$ cat config.mk
export PLATFORM = sky130hd
export DESIGN_NAME = convSequencer
export DESIGN_NICKNAME = d
export VERILOG_FILES = /design/src/rtl/seqPkg.sv /design/src/rtl/seqDatapath.sv /design/src/rtl/seqControl.sv /design/src/rtl/convSequencer.sv
export SDC_FILE = /design/constraint.sdc
export NUM_CORES = 1
export LEC_CHECK = 0
export CAP_MARGIN = 25
export CORE_UTILIZATION = 28
export CTS_CLUSTER_SIZE = 30
export DETAILED_ROUTE_END_ITERATION = 16
export SYNTH_ARGS = -nofsm -noshare
export SYNTH_HDL_FRONTEND = slang
export SYNTH_HIERARCHICAL = 1
export SYNTH_SLANG_ARGS = --single-unit
$ cat constraint.sdc
create_clock -name clk -period 3 [get_ports clk]
set_clock_uncertainty 0.15 [all_clocks]
set_input_delay 0.9 -clock clk [delete_from_list [all_inputs] [get_ports clk]]
set_output_delay 0.9 -clock clk [all_outputs]
set_load 0.02 [all_outputs]
$ cat src/rtl/seqPkg.sv
package seqPkg;

  typedef enum logic [2:0] {
    ST_RECOVER,
    ST_IDLE,
    ST_CONVERT,
    ST_NAP,
    ST_PDOWN
  } seqState_t;

  // strobes from control to datapath
  typedef struct packed {
    logic loadConv;
    logic loadRstWait;
    logic loadWakeWait;
    logic capture;
    logic clearResult;
  } seqStrobe_t;

endpackage

$ cat src/rtl/seqDatapath.sv
module seqDatapath
  import seqPkg::*;
#(
  parameter int CODE_W       = 16,
  parameter int CONV_CYC     = 500,
  parameter int RST_WAIT_CYC = 697,
  parameter int WAKE_CYC     = 100,
  parameter int NAP_HIGH_CYC = 50
) (
  input  logic              clk,
  input  logic              startLine,
  input  logic [CODE_W-1:0] stubCode,
  input  seqStrobe_t        stb,
  output logic              tmrZero,
  output logic              tmrOne,
  output logic              highMet,
  output logic [CODE_W-1:0] result
);

  localparam int MAX_A   = (CONV_CYC > RST_WAIT_CYC) ? CONV_CYC : RST_WAIT_CYC;
  localparam int TMR_MAX = (MAX_A > WAKE_CYC) ? MAX_A : WAKE_CYC;
  localparam int TMR_W   = $clog2(TMR_MAX);
  localparam int HC_W    = $clog2(NAP_HIGH_CYC + 1);

  logic [TMR_W-1:0] tmr;
  logic [HC_W-1:0]  highCnt;
  logic [CODE_W-1:0] resultQ;

  // shared down-counter for conversion length and both recovery waits
  always_ff @(posedge clk) begin
    if (stb.loadRstWait)       tmr <= TMR_W'(RST_WAIT_CYC - 1);
    else if (stb.loadConv)     tmr <= TMR_W'(CONV_CYC - 1);
    else if (stb.loadWakeWait) tmr <= TMR_W'(WAKE_CYC - 1);
    else if (tmr != '0)        tmr <= tmr - 1'b1;
  end

  // consecutive edges with the start line high, saturating
  always_ff @(posedge clk) begin
    if (!startLine)                          highCnt <= '0;
    else if (highCnt != HC_W'(NAP_HIGH_CYC)) highCnt <= highCnt + 1'b1;
  end

  always_ff @(posedge clk) begin
    if (stb.clearResult)  resultQ <= '0;
    else if (stb.capture) resultQ <= stubCode;
  end

  assign tmrZero = (tmr == '0);
  assign tmrOne  = (tmr == TMR_W'(1));
  assign highMet = (highCnt == HC_W'(NAP_HIGH_CYC));
  assign result  = resultQ;

endmodule

$ cat src/rtl/seqControl.sv
module seqControl
  import seqPkg::*;
(
  input  logic       clk,
  input  logic       rst,
  input  logic       startLine,
  input  logic       pwrDownReq,
  input  logic       tmrZero,
  input  logic       tmrOne,
  input  logic       highMet,
  output seqStrobe_t stb,
  output logic       busy,
  output logic       resultValid,
  output logic       busKill,
  output logic       corePowerOn,
  output logic       napOn,
  output logic       startErr
);

  seqState_t st, stNext;
  logic startQ, fallEdge, convDone, dropEdge;
  logic rdyQ, killQ, errQ;

  assign fallEdge = startQ & ~startLine;

  always_comb begin
    stNext   = st;
    stb      = '0;
    convDone = 1'b0;
    dropEdge = 1'b0;
    stb.loadRstWait = rst;
    stb.clearResult = rst;
    case (st)
      ST_RECOVER: begin
        dropEdge = fallEdge;
        if (pwrDownReq)   stNext = ST_PDOWN;
        else if (tmrZero) stNext = ST_IDLE;
      end
      ST_IDLE: begin
        if (pwrDownReq) stNext = ST_PDOWN;
        else if (fallEdge) begin
          stNext       = ST_CONVERT;
          stb.loadConv = 1'b1;
        end
      end
      ST_CONVERT: begin
        stb.capture = tmrOne;
        if (tmrZero) begin
          convDone = 1'b1;
          if (pwrDownReq)      stNext = ST_PDOWN;
          else if (!startLine) stNext = ST_NAP;
          else                 stNext = ST_IDLE;
        end
      end
      ST_NAP: begin
        if (pwrDownReq) stNext = ST_PDOWN;
        else if (fallEdge) begin
          if (highMet) begin
            stNext       = ST_CONVERT;
            stb.loadConv = 1'b1;
          end else begin
            dropEdge = 1'b1;
          end
        end
      end
      ST_PDOWN: begin
        if (!pwrDownReq) begin
          stNext           = ST_RECOVER;
          stb.loadWakeWait = 1'b1;
        end
      end
      default: stNext = ST_RECOVER;
    endcase
  end

  always_ff @(posedge clk) begin
    startQ <= startLine;
    if (rst) begin
      st    <= ST_RECOVER;
      rdyQ  <= 1'b0;
      killQ <= 1'b1;
      errQ  <= 1'b0;
    end else begin
      st   <= stNext;
      rdyQ <= convDone;
      if (convDone) killQ <= 1'b0;
      if (dropEdge) errQ  <= 1'b1;
    end
  end

  assign busy        = (st == ST_CONVERT);
  assign corePowerOn = (st != ST_PDOWN);
  assign napOn       = (st == ST_NAP) && !startQ;
  assign resultValid = rdyQ;
  assign busKill     = killQ;
  assign startErr    = errQ;

endmodule

$ cat src/rtl/convSequencer.sv
module convSequencer
  import seqPkg::*;
#(
  parameter int CODE_W       = 16,
  parameter int CONV_CYC     = 500,
  parameter int RST_WAIT_CYC = 697,
  parameter int WAKE_CYC     = 100,
  parameter int NAP_HIGH_CYC = 50
) (
  input  logic              clk,
  input  logic              rst,
  input  logic              startLine,
  input  logic              pwrDownReq,
  input  logic [CODE_W-1:0] stubCode,
  output logic              busy,
  output logic              resultValid,
  output logic [CODE_W-1:0] result,
  output logic              busKill,
  output logic              corePowerOn,
  output logic              napOn,
  output logic              startErr
);

  seqStrobe_t stb;
  logic tmrZero, tmrOne, highMet;

  seqControl u_ctl (
    .clk(clk), .rst(rst), .startLine(startLine), .pwrDownReq(pwrDownReq),
    .tmrZero(tmrZero), .tmrOne(tmrOne), .highMet(highMet), .stb(stb),
    .busy(busy), .resultValid(resultValid), .busKill(busKill),
    .corePowerOn(corePowerOn), .napOn(napOn), .startErr(startErr)
  );

  seqDatapath #(
    .CODE_W(CODE_W), .CONV_CYC(CONV_CYC), .RST_WAIT_CYC(RST_WAIT_CYC),
    .WAKE_CYC(WAKE_CYC), .NAP_HIGH_CYC(NAP_HIGH_CYC)
  ) u_dp (
    .clk(clk), .startLine(startLine), .stubCode(stubCode), .stb(stb),
    .tmrZero(tmrZero), .tmrOne(tmrOne), .highMet(highMet), .result(result)
  );

endmodule

# After elaboration in Yosys (flattened, before gate mapping)
# Index checks and enable logic that the tools add are counted.
# word_totals
ff_bits	39
latchBits	0
ramBits	0
rom_bits	0
out_inout_bits	22
wordCells	68
n_memories	0
# op_classes
add_sub_neg	2
multipliers	0
div_mod_pow	0
order_cmp	0
eq_ne	14
shift	0
n_mux	30
bitwise_logic	2
reduce_logical	10
# ops
op	count
two-way mux 10 bit	3
two-way mux 3 bit	10
case mux 3 bit (5 select lines)	1
two-way mux 1 bit	13
== test 10 x 1 -> 1 bit (second input constant)	1
zero test 10 bit	1
nonzero test 10 bit	1
subtractor 10 x 1 -> 10 bit (second input constant)	1
inequality test 3 bit (second input constant)	3
adder 6 x 1 -> 6 bit (second input constant)	1
== test 3 x 2 -> 1 bit (second input constant)	2
== test 6 bit (second input constant)	1
inequality test 3 x 2 -> 1 bit (second input constant)	2
inequality test 6 bit (second input constant)	1
AND reduction 6 bit	1
case mux 1 bit (2 select lines)	2
== test 3 x 1 -> 1 bit (second input constant)	1
== test 3 bit (second input constant)	1
zero test 3 bit	1
nonzero test 3 bit	1
OR reduction 3 bit	1
two-way mux 2 bit	1
inequality test 2 x 1 -> 1 bit (second input constant)	1
inequality test 2 bit (second input constant)	1
other kinds (6)	6

# Longest topological paths before layout
# Gate-level depths: netlist of run 1.
# logic_depth
word_depth	6
depth_mapped	9
mapped_depth_nobuf	9

# Modules after synthesis
# The synthesis of run 1 kept the hierarchy.
# by_module_without_submodules
module	instances	cells_each	area_per_inst_um2	seq_area_each_um2
seqDatapath	1	146	1383.8	640.6
seqControl	1	47	372.9	140.1

# Worst setup path before layout of run 1
# Ideal clock, no wire load.
# synth_timing
path_kind	register -> register
startpoint	reg u_dp.tmr[6]
endpoint	reg u_dp.resultQ[10], in the netlist u_dp/result[10]
setup_ns	0.128
arrival_ns	2.495
required_ns	2.722
setup_slack_ns	0.227
path_stages_with_launch	9
path_buffers	2
synth_period_minus_slack_ns	2.773
cell_sequence	dfxtp_1 -> or4_4 -> or3_4 -> nor2_1 -> and2_1 -> clkbuf_1 -> buf_1 -> mux2i_1 -> nor2_1
# synth_rtl
element	line_no	source
start: declaration	seqDatapath.sv:25	logic [TMR_W-1:0] tmr;
start signal: assignment	seqDatapath.sv:31	if (stb.loadRstWait) tmr <= TMR_W'(RST_WAIT_CYC - 1);
start signal: assignment	seqDatapath.sv:32	else if (stb.loadConv) tmr <= TMR_W'(CONV_CYC - 1);
start signal: assignment	seqDatapath.sv:33	else if (stb.loadWakeWait) tmr <= TMR_W'(WAKE_CYC - 1);
end signal: assignment	seqDatapath.sv:45	else if (stb.capture) resultQ <= stubCode;
end: declaration	seqDatapath.sv:27	logic [CODE_W-1:0] resultQ;

# Final worst setup path of run 1
# layout_timing
startpoint	reg u_ctl.st[2]
endpoint	out busy
# layout_between
elab_chain_cells	1
# layout_lines
element	line_no	source
start: declaration	seqControl.sv:20	seqState_t st, stNext;
start signal: assignment	seqControl.sv:84	st <= stNext;
== test 3 x 2 -> 1 bit	seqControl.sv:91	assign busy = (st == ST_CONVERT);
end: declaration	convSequencer.sv:15	output logic busy,
# Every way passes these cells.

==> flow_results.xml, run 1 <==
<?xml version="1.0" encoding="UTF-8"?>
<metrics>
  <group name="routing">
    <metric name="firstDrtPassIters" unit="">4</metric>
    <metric name="routed_wirelength" unit="um">3560</metric>
    <metric name="drc_errors" unit="">0</metric>
    <metric name="routed_wire_length_per_instance" unit="um">11.3</metric>
    <metric name="postRouteAntennaNets" unit="">0</metric>
    <metric name="detailedRoute.firstIterationViolations" unit="">36</metric>
    <metric name="routed_via_density" unit="">4.66</metric>
    <metric name="num_vias" unit="">1462</metric>
  </group>
  <group name="run">
    <metric name="max-cap-violations" unit="">0</metric>
  </group>
  <group name="power">
    <metric name="p_leak" unit="nW">0.859</metric>
    <metric name="switching_power" unit="uW">233</metric>
    <metric name="switching_share" unit="%">20.2</metric>
    <metric name="p_clk_share" unit="%">43.5</metric>
    <metric name="worst_ir_drop_vdd" unit="uV">289</metric>
    <metric name="power_frac_comb" unit="%">8.6</metric>
    <metric name="seq_power_share" unit="%">47.8</metric>
    <metric name="internal-power" unit="uW">922</metric>
    <metric name="pwr_density_cell" unit="mW/mm^2">484</metric>
  </group>
  <group name="critical_path">
    <metric name="cp-startpoint" unit="">u_ctl/st[2]$_SDFFE_PP0P_</metric>
    <metric name="timing.critical_path.slowest_cell_delay" unit="ns">0.65</metric>
    <metric name="worstSetupPathType" unit="">flip-flop to output pin</metric>
    <metric name="reg2reg_from" unit="">u_dp/tmr[6]$_SDFFE_PP0P_</metric>
    <metric name="data_arrival_time_of_the_worst_path" unit="ns">1.74</metric>
    <metric name="critPathCaptureType" unit="">output pin</metric>
    <metric name="crit_chain" unit="">nand2b_1, nor2_1, clkdlybuf4s50_1</metric>
    <metric name="critical_path.slowest_cell" unit="">clkdlybuf4s50_1</metric>
    <metric name="start_kind" unit="">flip-flop</metric>
    <metric name="cp_num_buf_inv" unit="">1</metric>
    <metric name="worst-endpoint-required" unit="ns">1.95</metric>
    <metric name="worst-path-max-fanout" unit="">7</metric>
    <metric name="cp_top_family" unit="">buffers and inverters</metric>
  </group>
  <group name="min_path">
    <metric name="timing.hold.worst.start" unit="">u_ctl/startErr$_SDFFE_PP0P_</metric>
    <metric name="min_delay_path_class" unit="">flip-flop to flip-flop</metric>
  </group>
  <group name="synth">
    <metric name="synth.top_cell.area_share" unit="%">44.4</metric>
    <metric name="synth_fp_nets" unit="">217</metric>
    <metric name="ys_warn_count" unit="">6</metric>
    <metric name="synth-main-ff-cell" unit="">dfxtp_1</metric>
    <metric name="synth_seq_area_share" unit="%">44.4</metric>
    <metric name="post-synth-top-area-cell" unit="">dfxtp_1</metric>
    <metric name="syn_inst" unit="">193</metric>
    <metric name="netlist_area" unit="mm^2">0.00176</metric>
    <metric name="ys_seq_elements" unit="">39</metric>
    <metric name="synth_enable_flop_cells" unit="">0</metric>
    <metric name="async_reset_ff_share" unit="%">0</metric>
    <metric name="post_synth_num_cell_types" unit="">49</metric>
    <metric name="postSynthAreaPerCell" unit="um^2">9.10</metric>
    <metric name="netlist_top_cells_area" unit="">dfxtp_1 44%, mux2i_1 9.1%, nor2_1 7.9%</metric>
  </group>
  <group name="floorplan">
    <metric name="die_height" unit="um">81.2</metric>
    <metric name="die_x" unit="um">81.2</metric>
    <metric name="die_area" unit="mm^2">0.00659</metric>
    <metric name="ioPinCount" unit="">42</metric>
    <metric name="initial_core_util" unit="%">29.3</metric>
    <metric name="core_area" unit="mm^2">0.00599</metric>
    <metric name="placement_rows" unit="">28</metric>
  </group>
  <group name="place">
    <metric name="place_ws" unit="ns">0.155</metric>
    <metric name="place.gp.congestion" unit="">0.808</metric>
    <metric name="dp_hpwl" unit="um">2630</metric>
    <metric name="placed_cells" unit="">306</metric>
    <metric name="port_buffers" unit="">41</metric>
  </group>
  <group name="sta">
    <metric name="finalWorstSetupSlack" unit="ns">0.207</metric>
    <metric name="setup-tns-final" unit="ns">0</metric>
    <metric name="grt_setup_unrepaired" unit="">false</metric>
    <metric name="report.final.slew_viol_count" unit="">0</metric>
    <metric name="finalCritPeriodShare" unit="%">93.1</metric>
    <metric name="final_setup_violation_count" unit="">0</metric>
    <metric name="final_hold_viols" unit="">0</metric>
    <metric name="max-slew-margin-rel" unit="%">70.9</metric>
    <metric name="timing.fmax" unit="MHz">358</metric>
    <metric name="worst_slew_pin_slew" unit="ns">0.432</metric>
    <metric name="post-route-min-period" unit="ns">2.79</metric>
  </group>
  <group name="grt">
    <metric name="groute.usage.overall" unit="%">11.3</metric>
    <metric name="grt_max_degree" unit="">20</metric>
    <metric name="grt_first_pass_wirelength" unit="um">5710</metric>
    <metric name="globalRoute.totalOverflow" unit="">0</metric>
    <metric name="grt_pass1_vias" unit="">1283</metric>
    <metric name="grt_antenna_before_repair" unit="">0</metric>
  </group>
  <group name="final_layout">
    <metric name="finish.utilization" unit="%">39.9</metric>
    <metric name="areaGrowthSynthToFinish" unit="%">36.0</metric>
    <metric name="final_cells" unit="">314</metric>
    <metric name="most-common-layout-cells" unit="">41 x clkdlybuf4s50_1, 39 x dfxtp_1, 37 x nor2_1, 16 x mux2i_1, 10 x inv_1</metric>
    <metric name="antennaDiodeCount" unit="">0</metric>
    <metric name="design.final.nets" unit="">262</metric>
    <metric name="drive_above_1_share" unit="%">9.21</metric>
    <metric name="layout_commonest_cell" unit="">clkdlybuf4s50_1</metric>
  </group>
  <group name="cts">
    <metric name="tritoncts" unit="">done</metric>
    <metric name="cts_repair_resize_count" unit="">0</metric>
    <metric name="cts_htree_levels" unit="">2</metric>
    <metric name="ctsLongestPathBuffers" unit="">2</metric>
    <metric name="numClockSinks" unit="">39</metric>
    <metric name="cts.reportedPaths.clkPinSlew" unit="ns">0.07</metric>
    <metric name="postCtsSetupBuffers" unit="">0</metric>
    <metric name="cts-root-buf" unit="">clkbuf_8</metric>
    <metric name="holdBufCountCts" unit="">0</metric>
    <metric name="numCtsBuffers" unit="">5</metric>
    <metric name="worst_skew_pair.late_latency" unit="ns">0.28</metric>
  </group>
  <group name="status">
    <metric name="run_status" unit="">complete, no violations</metric>
  </group>
</metrics>
[through the flow]
step                      total power [mW]  hold slack, ns  area (um^2)
final                                 1.16           0.305         2390
after global routing                  1.21           0.340         2390
after CTS                             1.17           0.311         2390
after detailed placement             0.664           0.294         2260
after global placement               0.664           0.298         2260
after floorplan                      0.617           0.356         1760
[final cells by class]
type | count | area [um^2]
multi-input cells | 136 | 897
flip-flops and latches | 39 | 781
well taps | 75 | 93.8
clock buffers | 6 | 72.6
fillers | 595 | 3600
inverters | 10 | 37.5
repair buffers | 46 | 448
clock inverters | 2 | 60.1
[cell families (layout without fill, tap and decap cells)]
logic type               after synthesis  after routing  share of synthesized area (%)
flip-flops                            39             39                           44.4
AND/OR/NAND/NOR                       79             79                           23.0
AO/OA/AOI/OAI                         28             28                           11.5
multiplexers                          17             17                           9.76
buffers and inverters                 18             64                           4.49
XOR/XNOR                               8              8                           3.99
adder cells (fa/ha/maj)                4              4                           2.85
[power groups by stage]
stage / combinational [mW] / clock [mW] / sequential, mW
after floorplan: 0.0567 / 0 / 0.560
after global placement: 0.100 / 0 / 0.564
after detailed placement: 0.100 / 0 / 0.564
after CTS: 0.101 / 0.522 / 0.552
after global routing: 0.113 / 0.542 / 0.555
final: 0.0998 / 0.503 / 0.553
[flip-flops by register name, indices dropped and copies added (netlist names)]
register and flops:
u_ctl/resultValid 1, u_ctl/st 3, u_ctl/startErr 1, u_dp/highCnt 6
u_ctl/startQ 1, u_dp/tmr 10, u_dp/result 16, u_ctl/busKill 1
[cell usage after synthesis, types with 4 or more instances]
cell	n
nand3_1	4
nor3_1	5
nor4_1	4
dfxtp_1	39
ha_1	4
a21oi_1	7
mux2i_1	16
inv_1	10
xnor2_1	6
nand2_1	8
nor2_1	37
[metal layers]
metal | track usage [%] | up-vias | wire [um]
met3 | 3.03 | 7 | 161
li1 | - | 757 | -
met5 | 0 | - | 0
met2 | 18.2 | 32 | 1620
met1 | 14.1 | 666 | 1720
met4 | 4.64 | 0 | 57
[worst paths after layout]
| check | end | slack, ns | depth (start not counted) |
|---|---|---|---|
| max reg2reg | u_ctl/st[0]$_SDFFE_PP0P_ | 0.46 | 7 |
| min | u_ctl/startErr$_SDFFE_PP0P_ | 0.30 | 2 |
| min reg2reg | u_ctl/startErr$_SDFFE_PP0P_ | 0.30 | 2 |
| max | busy | 0.21 | 3 |
[worst register-to-register path: cells and delay by family (launching register included)]
kind / cells / cell delay (ns)
DFF: 1 / 0.36
AOI/OAI and AO/OA: 2 / 0.51
and+or+nand+nor: 5 / 1.46
Power figures use the tool's default switching activity.
==> run 2: changes to the inputs <==
--- a/config.mk
+++ b/config.mk
@@ -9,7 +9,9 @@
 export CORE_UTILIZATION = 28
 export CTS_CLUSTER_SIZE = 30
 export DETAILED_ROUTE_END_ITERATION = 16
+export PLACE_DENSITY = 0.59
 export SYNTH_ARGS = -nofsm -noshare
 export SYNTH_HDL_FRONTEND = slang
 export SYNTH_HIERARCHICAL = 1
 export SYNTH_SLANG_ARGS = --single-unit
+export TNS_END_PERCENT = 20
==> run 2 against run 1 <==
Net effect:
- clock-buffer cell count rose by 1
- maximum frequency fell by 0.96%
- setup slack got worse by 0.027 ns
- via count rose by 0.89%
- non-clock buffer count did not move
- cell count did not move
- power fell by 11%
- die area did not move
- routed wire length rose by 3.5%
- flip-flop and latch count did not move
- largest power group unchanged
==> flow_results.xml, run 2 (synthesis results as in run 1) <==
<?xml version="1.0" encoding="UTF-8"?>
<metrics>
  <group name="status">
    <metric name="run_status" unit="">complete, no violations</metric>
  </group>
  <group name="cts">
    <metric name="worst_skew_pair.late_latency" unit="ns">0.28</metric>
    <metric name="holdBufCountCts" unit="">0</metric>
    <metric name="postCtsSetupBuffers" unit="">0</metric>
    <metric name="cts_htree_levels" unit="">2</metric>
    <metric name="numCtsBuffers" unit="">5</metric>
    <metric name="numClockSinks" unit="">39</metric>
    <metric name="ctsLongestPathBuffers" unit="">2</metric>
    <metric name="tritoncts" unit="">done</metric>
    <metric name="cts_repair_resize_count" unit="">0</metric>
    <metric name="cts-root-buf" unit="">clkbuf_8</metric>
    <metric name="cts.reportedPaths.clkPinSlew" unit="ns">0.07</metric>
  </group>
  <group name="power">
    <metric name="worst_ir_drop_vdd" unit="uV">196</metric>
    <metric name="p_total" unit="mW">1.03</metric>
    <metric name="p_leak" unit="nW">0.844</metric>
    <metric name="pwr_density_cell" unit="mW/mm^2">438</metric>
  </group>
  <group name="place">
    <metric name="port_buffers" unit="">41</metric>
    <metric name="dp_hpwl" unit="um">2690</metric>
    <metric name="place.gp.congestion" unit="">0.833</metric>
  </group>
  <group name="sta">
    <metric name="post-route-min-period" unit="ns">2.82</metric>
    <metric name="report.final.slew_viol_count" unit="">0</metric>
    <metric name="grt_setup_unrepaired" unit="">false</metric>
    <metric name="max-slew-margin-rel" unit="%">69.9</metric>
    <metric name="timing.fmax" unit="MHz">355</metric>
    <metric name="final_setup_violation_count" unit="">0</metric>
    <metric name="finalCritPeriodShare" unit="%">94.0</metric>
    <metric name="setup-tns-final" unit="ns">0</metric>
    <metric name="worst_slew_pin_slew" unit="ns">0.448</metric>
    <metric name="final_hold_viols" unit="">0</metric>
  </group>
  <group name="routing">
    <metric name="drc_errors" unit="">0</metric>
    <metric name="postRouteAntennaNets" unit="">0</metric>
    <metric name="m1WireLength" unit="um">1760</metric>
    <metric name="firstDrtPassIters" unit="">6</metric>
    <metric name="routed_wirelength" unit="um">3680</metric>
    <metric name="highest_layer" unit="">met4</metric>
    <metric name="wl_met2" unit="um">1710</metric>
    <metric name="routed_wire_length_per_instance" unit="um">11.7</metric>
    <metric name="wl_met3" unit="um">196</metric>
    <metric name="routed_via_density" unit="">4.70</metric>
    <metric name="num_vias" unit="">1475</metric>
    <metric name="detailedRoute.firstIterationViolations" unit="">78</metric>
  </group>
  <group name="final_layout">
    <metric name="design.final.nets" unit="">262</metric>
    <metric name="layout.area.seq" unit="um^2">781</metric>
    <metric name="antennaDiodeCount" unit="">0</metric>
    <metric name="fillCellCount" unit="">611</metric>
    <metric name="most-common-layout-cells" unit="">41 x clkdlybuf4s50_1, 39 x dfxtp_1, 37 x nor2_1, 16 x mux2i_1, 10 x inv_1</metric>
    <metric name="layout_commonest_cell" unit="">clkdlybuf4s50_1</metric>
    <metric name="drive_above_1_share" unit="%">9.62</metric>
    <metric name="multi_input_area" unit="um^2">897</metric>
    <metric name="areaGrowthSynthToFinish" unit="%">34.4</metric>
    <metric name="number_of_flip_flops_in_the_largest_register" unit="">16</metric>
  </group>
  <group name="floorplan">
    <metric name="die_area" unit="mm^2">0.00659</metric>
    <metric name="initial_core_util" unit="%">29.3</metric>
    <metric name="die_height" unit="um">81.2</metric>
    <metric name="die_x" unit="um">81.2</metric>
    <metric name="core_area" unit="mm^2">0.00599</metric>
    <metric name="ioPinCount" unit="">42</metric>
    <metric name="placement_rows" unit="">28</metric>
  </group>
  <group name="grt">
    <metric name="grt_pass1_vias" unit="">1380</metric>
    <metric name="groute.usage.overall" unit="%">11.9</metric>
    <metric name="grt_first_pass_wirelength" unit="um">6110</metric>
    <metric name="grt_max_degree" unit="">19</metric>
    <metric name="grt_antenna_before_repair" unit="">0</metric>
    <metric name="globalRoute.totalOverflow" unit="">0</metric>
  </group>
  <group name="run">
    <metric name="max-cap-violations" unit="">0</metric>
  </group>
  <group name="min_path">
    <metric name="min_delay_path_class" unit="">flip-flop to flip-flop</metric>
    <metric name="timing.hold.worst.start" unit="">u_ctl/startErr$_SDFFE_PP0P_</metric>
  </group>
  <group name="critical_path">
    <metric name="start_kind" unit="">flip-flop</metric>
    <metric name="data_arrival_time_of_the_worst_path" unit="ns">1.77</metric>
    <metric name="worst-path-max-fanout" unit="">7</metric>
    <metric name="cp-startpoint" unit="">u_ctl/st[2]$_SDFFE_PP0P_</metric>
    <metric name="worst_reg_to_reg_setup_slack" unit="ns">0.52</metric>
    <metric name="reg2reg_from" unit="">u_dp/tmr[6]$_SDFFE_PP0P_</metric>
    <metric name="worst-endpoint-required" unit="ns">1.95</metric>
    <metric name="critPathCaptureType" unit="">output pin</metric>
    <metric name="worstSetupPathType" unit="">flip-flop to output pin</metric>
  </group>
</metrics>
run 2: changes by cell type in the layout (fill, tap and decap cells not counted):
| cell | delta |
|---|---|
| bufinv_16 | -2 |
| clkbuf_8 | +2 |
| clkbuf_1 | -1 |
| clkinvlp_4 | +1 |
run 2: worst paths after layout:
kind	end	depth (start not counted)
min	u_ctl/startErr$_SDFFE_PP0P_	2
max reg2reg	u_ctl/st[1]$_SDFFE_PP0P_	7
max	busy	3
min reg2reg	u_ctl/startErr$_SDFFE_PP0P_	2
run 2: final cells by class:
class | count | share of cell area, %
multi-input combinational | 136 | 38.0
sequential | 39 | 33.1
timing repair buffer | 46 | 19.0
clock buffer | 7 | 4.08
tap | 75 | 3.97
inverter | 10 | 1.59
clock inverter | 1 | 0.318
run 2: worst max-delay path, stage by stage (launching register included):
cell and delay (ns):
dfxtp_1 0.37, nand2b_1 0.21, nor2_1 0.24, clkdlybuf4s50_1 0.67
run 2: routing by layer:
layer  track usage (%)  up-vias
li1                  -      761
met1              14.9      672
met5                 0        -
met2              20.2       40
met4              3.21        0
met3              3.26        2
run 2: stage by stage:
step	util (%)	hold slack (ns)	cells	worst slack (ns)	area, um^2
after floorplan	-	0.356	193	0.227	1760
after global placement	37.7	0.288	306	0.179	2260
after detailed placement	37.7	0.293	306	0.144	2260
after CTS	39.4	0.308	314	0.158	2360
after global routing	39.4	0.341	314	0.00510	2360
final	39.4	0.305	314	0.180	2360
run 2: power breakdown:
part | total [mW] | switching (mW) | internal, mW
registers | 0.552 | 0.0185 | 0.534
clock network | 0.381 | 0.172 | 0.209
logic | 0.101 | 0.0447 | 0.0560
